### src/rtl/ocmp_pkg.sv
package ocmp_pkg;

  // register addresses
  localparam int unsigned A_CTRL     = 0;
  localparam int unsigned A_PRESCALE = 1;
  localparam int unsigned A_MODE     = 2;
  localparam int unsigned A_IRQ_EN   = 3;
  localparam int unsigned A_FLAGS    = 4;
  localparam int unsigned A_COUNT    = 5;
  localparam int unsigned A_CMP_BASE = 8;

  // control bit positions
  localparam int unsigned RUN_BIT    = 7;
  localparam int unsigned QCLR_BIT   = 4;

  // low-bit mask that the divider must fill before a tick is issued
  function automatic int unsigned tick_mask(int unsigned sel);
    return (32'd1 << sel) - 32'd1;
  endfunction

  // sticky flag update: a new event wins over a clear in the same cycle
  function automatic logic flag_next(logic cur, logic set_ev, logic clr_ev);
    return set_ev | (cur & ~clr_ev);
  endfunction

endpackage

### src/rtl/ocmp_prescaler.sv
module ocmp_prescaler
  import ocmp_pkg::*;
#(
  parameter int unsigned PRE_W = 3
) (
  input  logic             clk,
  input  logic             rst_n,
  input  logic             run,
  input  logic [PRE_W-1:0] sel,
  output logic             tick
);
  localparam int unsigned DIV_W = (1 << PRE_W) - 1;

  logic [DIV_W-1:0] div_q;
  logic [DIV_W-1:0] mask;

  always_comb mask = DIV_W'(tick_mask(32'(sel)));

  assign tick = run && ((div_q & mask) == mask);

  always_ff @(posedge clk or negedge rst_n) begin
    if (!rst_n)   div_q <= '0;
    else if (run) div_q <= div_q + 1'b1;
  end
endmodule

### src/rtl/ocmp_counter.sv
module ocmp_counter #(
  parameter int unsigned CNT_W = 16
) (
  input  logic             clk,
  input  logic             rst_n,
  input  logic             tick,
  output logic [CNT_W-1:0] cnt_q,
  output logic [CNT_W-1:0] cnt_nxt
);
  assign cnt_nxt = cnt_q + 1'b1;

  always_ff @(posedge clk or negedge rst_n) begin
    if (!rst_n)    cnt_q <= '0;
    else if (tick) cnt_q <= cnt_nxt;
  end


  cnt_hold_chk: assert property (@(posedge clk) disable iff (!rst_n)
    !tick |=> $stable(cnt_q));


  cnt_step_chk: assert property (@(posedge clk) disable iff (!rst_n)
    tick |=> (cnt_q == CNT_W'($past(cnt_q) + 1'b1)));
endmodule

### src/rtl/ocmp_channel.sv
module ocmp_channel
  import ocmp_pkg::*;
#(
  parameter int unsigned CNT_W = 16
) (
  input  logic             clk,
  input  logic             rst_n,
  input  logic             tick,
  input  logic [CNT_W-1:0] cnt_nxt,
  input  logic             cmp_mode,
  input  logic [CNT_W-1:0] cmp_val,
  input  logic             clr_ev,
  output logic             match_ev,
  output logic             flag_q
);
  assign match_ev = tick && cmp_mode && (cnt_nxt == cmp_val);

  always_ff @(posedge clk or negedge rst_n) begin
    if (!rst_n) flag_q <= 1'b0;
    else        flag_q <= flag_next(flag_q, match_ev, clr_ev);
  end


  set_wins_chk: assert property (@(posedge clk) disable iff (!rst_n)
    match_ev |=> flag_q);


  clear_takes_chk: assert property (@(posedge clk) disable iff (!rst_n)
    (clr_ev && !match_ev) |=> !flag_q);


  rise_on_match_chk: assert property (@(posedge clk) disable iff (!rst_n)
    $rose(flag_q) |-> $past(match_ev));
endmodule

### src/rtl/ocmp_timer.sv
module ocmp_timer
  import ocmp_pkg::*;
#(
  parameter int unsigned NUM_CH = 8,
  parameter int unsigned CNT_W  = 16,
  parameter int unsigned PRE_W  = 3,
  parameter int unsigned ADDR_W = 5,
  parameter int unsigned DATA_W = 16
) (
  input  logic              clk,
  input  logic              rst_n,
  input  logic [ADDR_W-1:0] bus_addr,
  input  logic [DATA_W-1:0] bus_wdata,
  input  logic              bus_wr,
  input  logic              bus_rd,
  output logic [DATA_W-1:0] bus_rdata,
  output logic [NUM_CH-1:0] irq_ch,
  output logic              irq_any
);
  logic              run_q, qclr_q;
  logic [PRE_W-1:0]  pre_q;
  logic [NUM_CH-1:0] mode_q, ien_q, flag_q, match_ev, clr_vec;
  logic [CNT_W-1:0]  cmp_q [NUM_CH];
  logic [CNT_W-1:0]  cnt_q, cnt_nxt;
  logic              tick;

  logic wr_ctrl, wr_pre, wr_mode, wr_ien, wr_flags, bus_acc;
  assign wr_ctrl  = bus_wr && (bus_addr == ADDR_W'(A_CTRL));
  assign wr_pre   = bus_wr && (bus_addr == ADDR_W'(A_PRESCALE));
  assign wr_mode  = bus_wr && (bus_addr == ADDR_W'(A_MODE));
  assign wr_ien   = bus_wr && (bus_addr == ADDR_W'(A_IRQ_EN));
  assign wr_flags = bus_wr && (bus_addr == ADDR_W'(A_FLAGS));
  assign bus_acc  = bus_wr || bus_rd;

  always_ff @(posedge clk or negedge rst_n) begin
    if (!rst_n) begin
      run_q  <= 1'b0;
      qclr_q <= 1'b0;
      pre_q  <= '0;
      mode_q <= '0;
      ien_q  <= '0;
    end else begin
      if (wr_ctrl) begin
        run_q  <= bus_wdata[RUN_BIT];
        qclr_q <= bus_wdata[QCLR_BIT];
      end
      if (wr_pre)  pre_q  <= bus_wdata[PRE_W-1:0];
      if (wr_mode) mode_q <= bus_wdata[NUM_CH-1:0];
      if (wr_ien)  ien_q  <= bus_wdata[NUM_CH-1:0];
    end
  end

  ocmp_prescaler #(.PRE_W(PRE_W)) i_prescaler (
    .clk  (clk),
    .rst_n(rst_n),
    .run  (run_q),
    .sel  (pre_q),
    .tick (tick)
  );

  ocmp_counter #(.CNT_W(CNT_W)) i_counter (
    .clk    (clk),
    .rst_n  (rst_n),
    .tick   (tick),
    .cnt_q  (cnt_q),
    .cnt_nxt(cnt_nxt)
  );

  for (genvar g = 0; g < NUM_CH; g++) begin : g_ch
    logic cmp_hit;
    assign cmp_hit = (bus_addr == ADDR_W'(A_CMP_BASE + g));
    assign clr_vec[g] = (wr_flags && bus_wdata[g]) || (qclr_q && bus_acc && cmp_hit);

    always_ff @(posedge clk or negedge rst_n) begin
      if (!rst_n)                 cmp_q[g] <= '0;
      else if (bus_wr && cmp_hit) cmp_q[g] <= bus_wdata[CNT_W-1:0];
    end

    ocmp_channel #(.CNT_W(CNT_W)) i_channel (
      .clk     (clk),
      .rst_n   (rst_n),
      .tick    (tick),
      .cnt_nxt (cnt_nxt),
      .cmp_mode(mode_q[g]),
      .cmp_val (cmp_q[g]),
      .clr_ev  (clr_vec[g]),
      .match_ev(match_ev[g]),
      .flag_q  (flag_q[g])
    );
  end

  always_comb begin
    bus_rdata = '0;
    case (bus_addr)
      ADDR_W'(A_CTRL): begin
        bus_rdata[RUN_BIT]  = run_q;
        bus_rdata[QCLR_BIT] = qclr_q;
      end
      ADDR_W'(A_PRESCALE): bus_rdata = DATA_W'(pre_q);
      ADDR_W'(A_MODE):     bus_rdata = DATA_W'(mode_q);
      ADDR_W'(A_IRQ_EN):   bus_rdata = DATA_W'(ien_q);
      ADDR_W'(A_FLAGS):    bus_rdata = DATA_W'(flag_q);
      ADDR_W'(A_COUNT):    bus_rdata = DATA_W'(cnt_q);
      default: begin
        for (int i = 0; i < NUM_CH; i++)
          if (bus_addr == ADDR_W'(A_CMP_BASE + i)) bus_rdata = DATA_W'(cmp_q[i]);
      end
    endcase
  end

  assign irq_ch  = flag_q & ien_q;
  assign irq_any = |irq_ch;


  qclr_off_chk: assert property (@(posedge clk) disable iff (!rst_n)
    (!qclr_q && !wr_flags) |=> ((flag_q & $past(flag_q)) == $past(flag_q)));


  frozen_cnt_chk: assert property (@(posedge clk) disable iff (!rst_n)
    !run_q |=> $stable(cnt_q));
endmodule

### config.mk
export PLATFORM = sky130hd
export DESIGN_NAME = ocmp_timer
export DESIGN_NICKNAME = d
export VERILOG_FILES = /design/src/rtl/ocmp_pkg.sv /design/src/rtl/ocmp_prescaler.sv /design/src/rtl/ocmp_counter.sv /design/src/rtl/ocmp_channel.sv /design/src/rtl/ocmp_timer.sv
export SDC_FILE = /design/constraint.sdc
export NUM_CORES = 1
export LEC_CHECK = 0
export ABC_AREA = 0
export CORE_UTILIZATION = 44
export DETAILED_ROUTE_END_ITERATION = 8
export DONT_BUFFER_PORTS = 1
export PLACE_DENSITY = 0.63
export RECOVER_POWER = 50
export SYNTH_ARGS = -nofsm -noshare
export SYNTH_HDL_FRONTEND = slang
export SYNTH_HIERARCHICAL = 1
export SYNTH_SLANG_ARGS = --single-unit
### constraint.sdc
create_clock -name clk -period 3.3 [get_ports clk]
set_clock_uncertainty 0.15 [all_clocks]
set_input_delay 0 -clock clk [delete_from_list [all_inputs] [get_ports clk]]
set_output_delay 0 -clock clk [all_outputs]
set_load 0.05 [all_outputs]
# After elaboration in Yosys (flattened, before gate mapping)
# Index checks and enable logic that the tools add are counted.
[word_totals]
regBits = 180
in_bits = 25
out_inout_bits = 25
word_cells = 148
[op_classes]
n_addsub = 3
n_eq_ne = 22
shifts = 1
n_mux = 13
bitwise = 26
n_reduce_logical = 60
[op_table]
columns = ["op", "n"]
rows = [
  ["$eq A16 B16 Y1", 8],
  ["$mux W16", 8],
  ["$logic_and A1 B1 Y1", 47],
  ["$eq A5 B4 Y1 const B", 8],
  ["$pmux W4 S6", 1],
  ["$add A16 B1 Y16 const B", 1],
  ["$pmux W8 S2", 1],
  ["$pmux W1 S6", 2],
  ["$eq A5 B2 Y1 const B", 2],
  ["$eq A5 B3 Y1 const B", 2],
  ["$pmux W2 S5", 1],
  ["$logic_or A1 B1 Y1", 9],
  ["$and A1 B1 Y1", 8],
  ["$and A8 B8 Y8", 1],
  ["$not A1 Y1", 8],
  ["$or A1 B1 Y1", 8],
  ["$reduce_or A8 Y1", 1],
  ["$add A7 B1 Y7 const B", 1],
  ["$and A7 B7 Y7", 1],
  ["$eq A7 B7 Y1", 1],
  ["$shl A1 B3 Y7 const A", 1],
  ["$sub A7 B1 Y7 const B", 1],
  ["$eq A5 B1 Y1 const B", 1],
  ["$logic_not A5 Y1", 1],
  ["2 further kinds", 2],
]

# Longest topological paths before layout
[depth]
ltp_word = 10
mapped_depth = 9
ltp_nobuf = 8

# By module
# The synthesis kept the hierarchy.
[modules_own_cells]
columns = ["mod", "n_inst", "cells_per_inst", "area_each_um2", "seq_area_each_um2"]
rows = [
  ["ocmp_timer", 1, 597, 7384.6, 3728.6],
  ["ocmp_channel", 8, 26, 224.0, 25.0],
  ["ocmp_counter", 1, 101, 1032.2, 400.4],
  ["ocmp_prescaler", 1, 34, 349.1, 175.2],
]

# Least setup slack after synthesis
# OpenSTA, ideal clock, no wires.
[synth_timing]
kind = "register -> register"
from = "register i_counter.cnt_q[4]"
to = "register g_ch[0].i_channel.flag_q"
setup_ns = 0.096
t_arrival_ns = 2.446
t_required_ns = 3.054
slack_ns = 0.608
stages_incl_launch_ff = 10
path_buffers = 2
period_less_slack_ns = 2.692
path_cell_list = "dfrtp_1 buf_2 nand4_4 buf_6 nor4_2 xor2_1 xor2_1 nor4_1 nand4_1 o32ai_2"
[synth_between]
elab_chain_len = 4
[synth_lines]
columns = ["item", "line_no", "text"]
rows = [
  ["start: declaration", "ocmp_counter.sv:7", "output logic [CNT_W-1:0] cnt_q,"],
  ["start signal: assignment", "ocmp_counter.sv:14", "else if (tick) cnt_q <= cnt_nxt;"],
  ["$add A16 B1 Y16", "ocmp_counter.sv:10", "assign cnt_nxt = cnt_q + 1'b1;"],
  ["named net cnt_nxt[13]", "ocmp_timer.sv:24", "logic [CNT_W-1:0] cnt_q, cnt_nxt;"],
  ["$eq A16 B16 Y1", "ocmp_channel.sv:16", "assign match_ev = tick && cmp_mode && (cnt_nxt == cmp_val);"],
  ["$logic_and A1 B1 Y1", "ocmp_channel.sv:16", ""],
  ["$or A1 B1 Y1", "ocmp_pkg.sv:23", "return set_ev | (cur & ~clr_ev);"],
  ["end signal: assignment", "ocmp_channel.sv:20", "else flag_q <= flag_next(flag_q, match_ev, clr_ev);"],
  ["end: declaration", "ocmp_channel.sv:14", "output logic flag_q"],
]
# The timed path passes the listed nets, and every way through them passes these cells.
# A chain may end at the register's enable or synchronous reset.

# Worst setup path in the final report
[layout_timing]
from = "register i_counter.cnt_q[0]"
to = "register g_ch[3].i_channel.flag_q"
[layout_between]
elab_chain_len = 4
[layout_lines]
columns = ["item", "line_no"]
rows = [
  ["$add A16 B1 Y16", "ocmp_counter.sv:10"],
  ["named net cnt_nxt[10]", "ocmp_timer.sv:24"],
  ["$eq A16 B16 Y1", "ocmp_channel.sv:16"],
  ["$logic_and A1 B1 Y1", "ocmp_channel.sv:16"],
  ["$or A1 B1 Y1", "ocmp_pkg.sv:23"],
  ["end signal: assignment", "ocmp_channel.sv:20"],
  ["end: declaration", "ocmp_channel.sv:14"],
]
# The timed path passes the listed nets, and every way through them passes these cells.

==> summary.md <==
| Metric | Value |
|---|---|
| DP Worst Slack | 443.7 ps |
| Critical-path top delay cell | dfrtp_1 |
| Row cnt | 56 |
| Final setup vio count | 0 |
| Share of cells above drive strength 1 | 24.90% |
| Placed inst area | 10,890 µm² |
| Crit path arrival time | 3180 ps |
| Mapped Area | 10,520 µm² |
| Crit-path max FO | 8 |
| Status | finished with violations |
| Final Util | 50.35% |
| 1st-iter DRT viols | 783 |
| Drt via density | 6.089 |
| Slew Limit Fails | 0 |
| CP Class | flop to flop |
| Fmax | 0.3350 GHz |
| Period Utilization, post-route | 90.46% |
| Post-CTS Resized | 0 |
| Synth Warn # | 6 |
| RePlAce Congestion | 0.9221 |
| Port Buffers | 0 |
| RSZ-0062 raised after global routing | false |
| Fin nets | 998 |
| Detailed placement HPWL | 23.18 mm |
| DIE AREA | 24,530 µm² |
| Routed Antenna Nets | 0 |
| Mean area per synthesized cell | 11.28 µm² |
| Setup TNS | 0 ps |
| Initial antenna violation count | 2 |
| CP Cell Sequence | ha_1, nand3_2, nor4_1, xor2_1, buf_4, xor2_1, nor4_1, nand2_1, o32ai_2 |
| Vias in the first global route | 7,701 |
| Hold WC Path Type | input pin to async pin |
| First-pass GRT wire length | 49.58 mm |
| Starting Density | 44.81% |
| DR vias | 7,952 |
| Crit path capture type | flop |
| Peak supply drop | 0.0003028 V |
| Endpoints failing hold | 183 |
| Largest net degree at the start of global routing | 181 |
| Most frequent cells in the layout | dfrtp_1 (180), mux2_2 (139), xor2_1 (122), nand2_1 (49), xnor2_1 (41) |
| CTS max path bufs | 2 |
| P_leak | 5.448 nW |
| Final Cell Area | 11,820 µm² |
| Failing checks | hold timing |
| Worst-Skew Late Latency | 450 ps |
| Hold_buf cts | 35 |
| H-tree depth | 4 |
| Core area | 23,470 µm² |
| Worst slew pin tran | 1152 ps |
| Net Count, Synth | 959 |
| Crit path required time | 3500 ps |
| Slew margin rel. | 22.65% |
| DRT Wirelength | 32.47 mm |
| DIE HEIGHT | 156.6 µm |
| Overall routing resource usage | 27.62% |
| Pwr dens | 607.5 nW/µm² |
| Num CTS Buffers | 17 |
| GRT overflow | 0 |
| Area delta synth->final | 12.36% |
| Setup ws final | 314.9 ps |
| Layout Cells excl Fill | 1,306 |
| CTS Sinks | 180 |
| Commonest non-fill, non-tap cell in the layout | dfrtp_1 |
| Startpoint types | flop |
| Average wire per standard cell | 24.86 µm |
| Dpl cells | 1,236 |
| Tmin final | 2985 ps |
| CTS tree | yes |
| DRC | 0 |
| Clock transition at the registers of the reported paths | 70 ps |
| Postcts setup bufs | 0 |
| Clk root buf | clkbuf_16 |
| Die X | 156.6 µm |
| Max-cap violation count | 0 |
| Post-Syn Instances | 932 |
| Biggest cell delay along the critical path | 500 ps |
| Initial DRT Pass Iterations | 6 |
| Boundary Pins | 50 |
| Hold_ws | -892.0 ps |
-- path summary, 6_finish.rpt --
check	from	to	slack (ps)	cells after the start
worst max-delay path	i_counter/cnt_q[0]	g_ch[3].i_channel/flag_q	310	9
worst min-delay path	rst_n	i_counter/cnt_q[14]	-890	0
worst max register to register	i_counter/cnt_q[0]	g_ch[3].i_channel/flag_q	310	9
worst min register to register	i_prescaler/div_q[6]	i_prescaler/div_q[6]	350	1
max in group asynchronous	rst_n	cmp_q[19]	3560	0
min in group clk	bus_addr[0]	pre_q[2]	-20	4
-- power breakdown --
part / leakage, nW / switching [mW] / internal, mW
combinational: 2.86 / 1.06 / 0.910
clock: 0.284 / 0.939 / 1.09
sequential: 2.30 / 0.528 / 2.65
-- sequential cells by signal, indices dropped and copies added, names as in the netlist --
register	count
i_prescaler/div_q	7
run_q	1
i_counter/cnt_q	16
mode_q	8
pre_q	3
g_ch.i_channel/flag_q	8
ien_q	8
cmp_q	128
qclr_q	1
-- metal layers --
| metal | share of wire, % | track usage [%] |
|---|---|---|
| met1 | 44 | 38.19 |
| met2 | 46 | 42.92 |
| met3 | 7.4 | 5.899 |
| met4 | 3.0 | 9.104 |
| met5 | 0 | 0 |
-- final cells by class --
| type | instances | area (µm²) |
|---|---|---|
| Antenna cell | 3 | 7.507 |
| Multi-Input combinational cell | 692 | 5698 |
| Clock buffer | 20 | 456.7 |
| Fill cell | 2127 | 11650 |
| Inverter | 14 | 52.55 |
| Clock inverter | 12 | 116.4 |
| Timing Repair Buffer | 66 | 583.1 |
| Tap cell | 319 | 399.1 |
| Sequential cell | 180 | 4504 |
-- critical path: cells and delay by family, from the launching register on --
family | cells | cell delay [ps]
AND/OR/NAND/NOR | 4 | 1180
adder cells (fa/ha/maj) | 1 | 340
buffers and inverters | 1 | 220
XOR/XNOR | 2 | 280
flip-flops | 1 | 500
AO/OA/AOI/OAI | 1 | 220
-- stage by stage --
step / total power, mW / hold WS (ps)
3_5_place_dp: 5.043 / -431.3
6_report: 7.179 / -892.0
4_1_cts: 7.168 / -903.5
2_1_floorplan: 4.476 / -445.6
5_1_grt: 7.474 / -912.8
3_3_place_gp: 5.006 / -432.6
(Power assumes the default switching activity.)
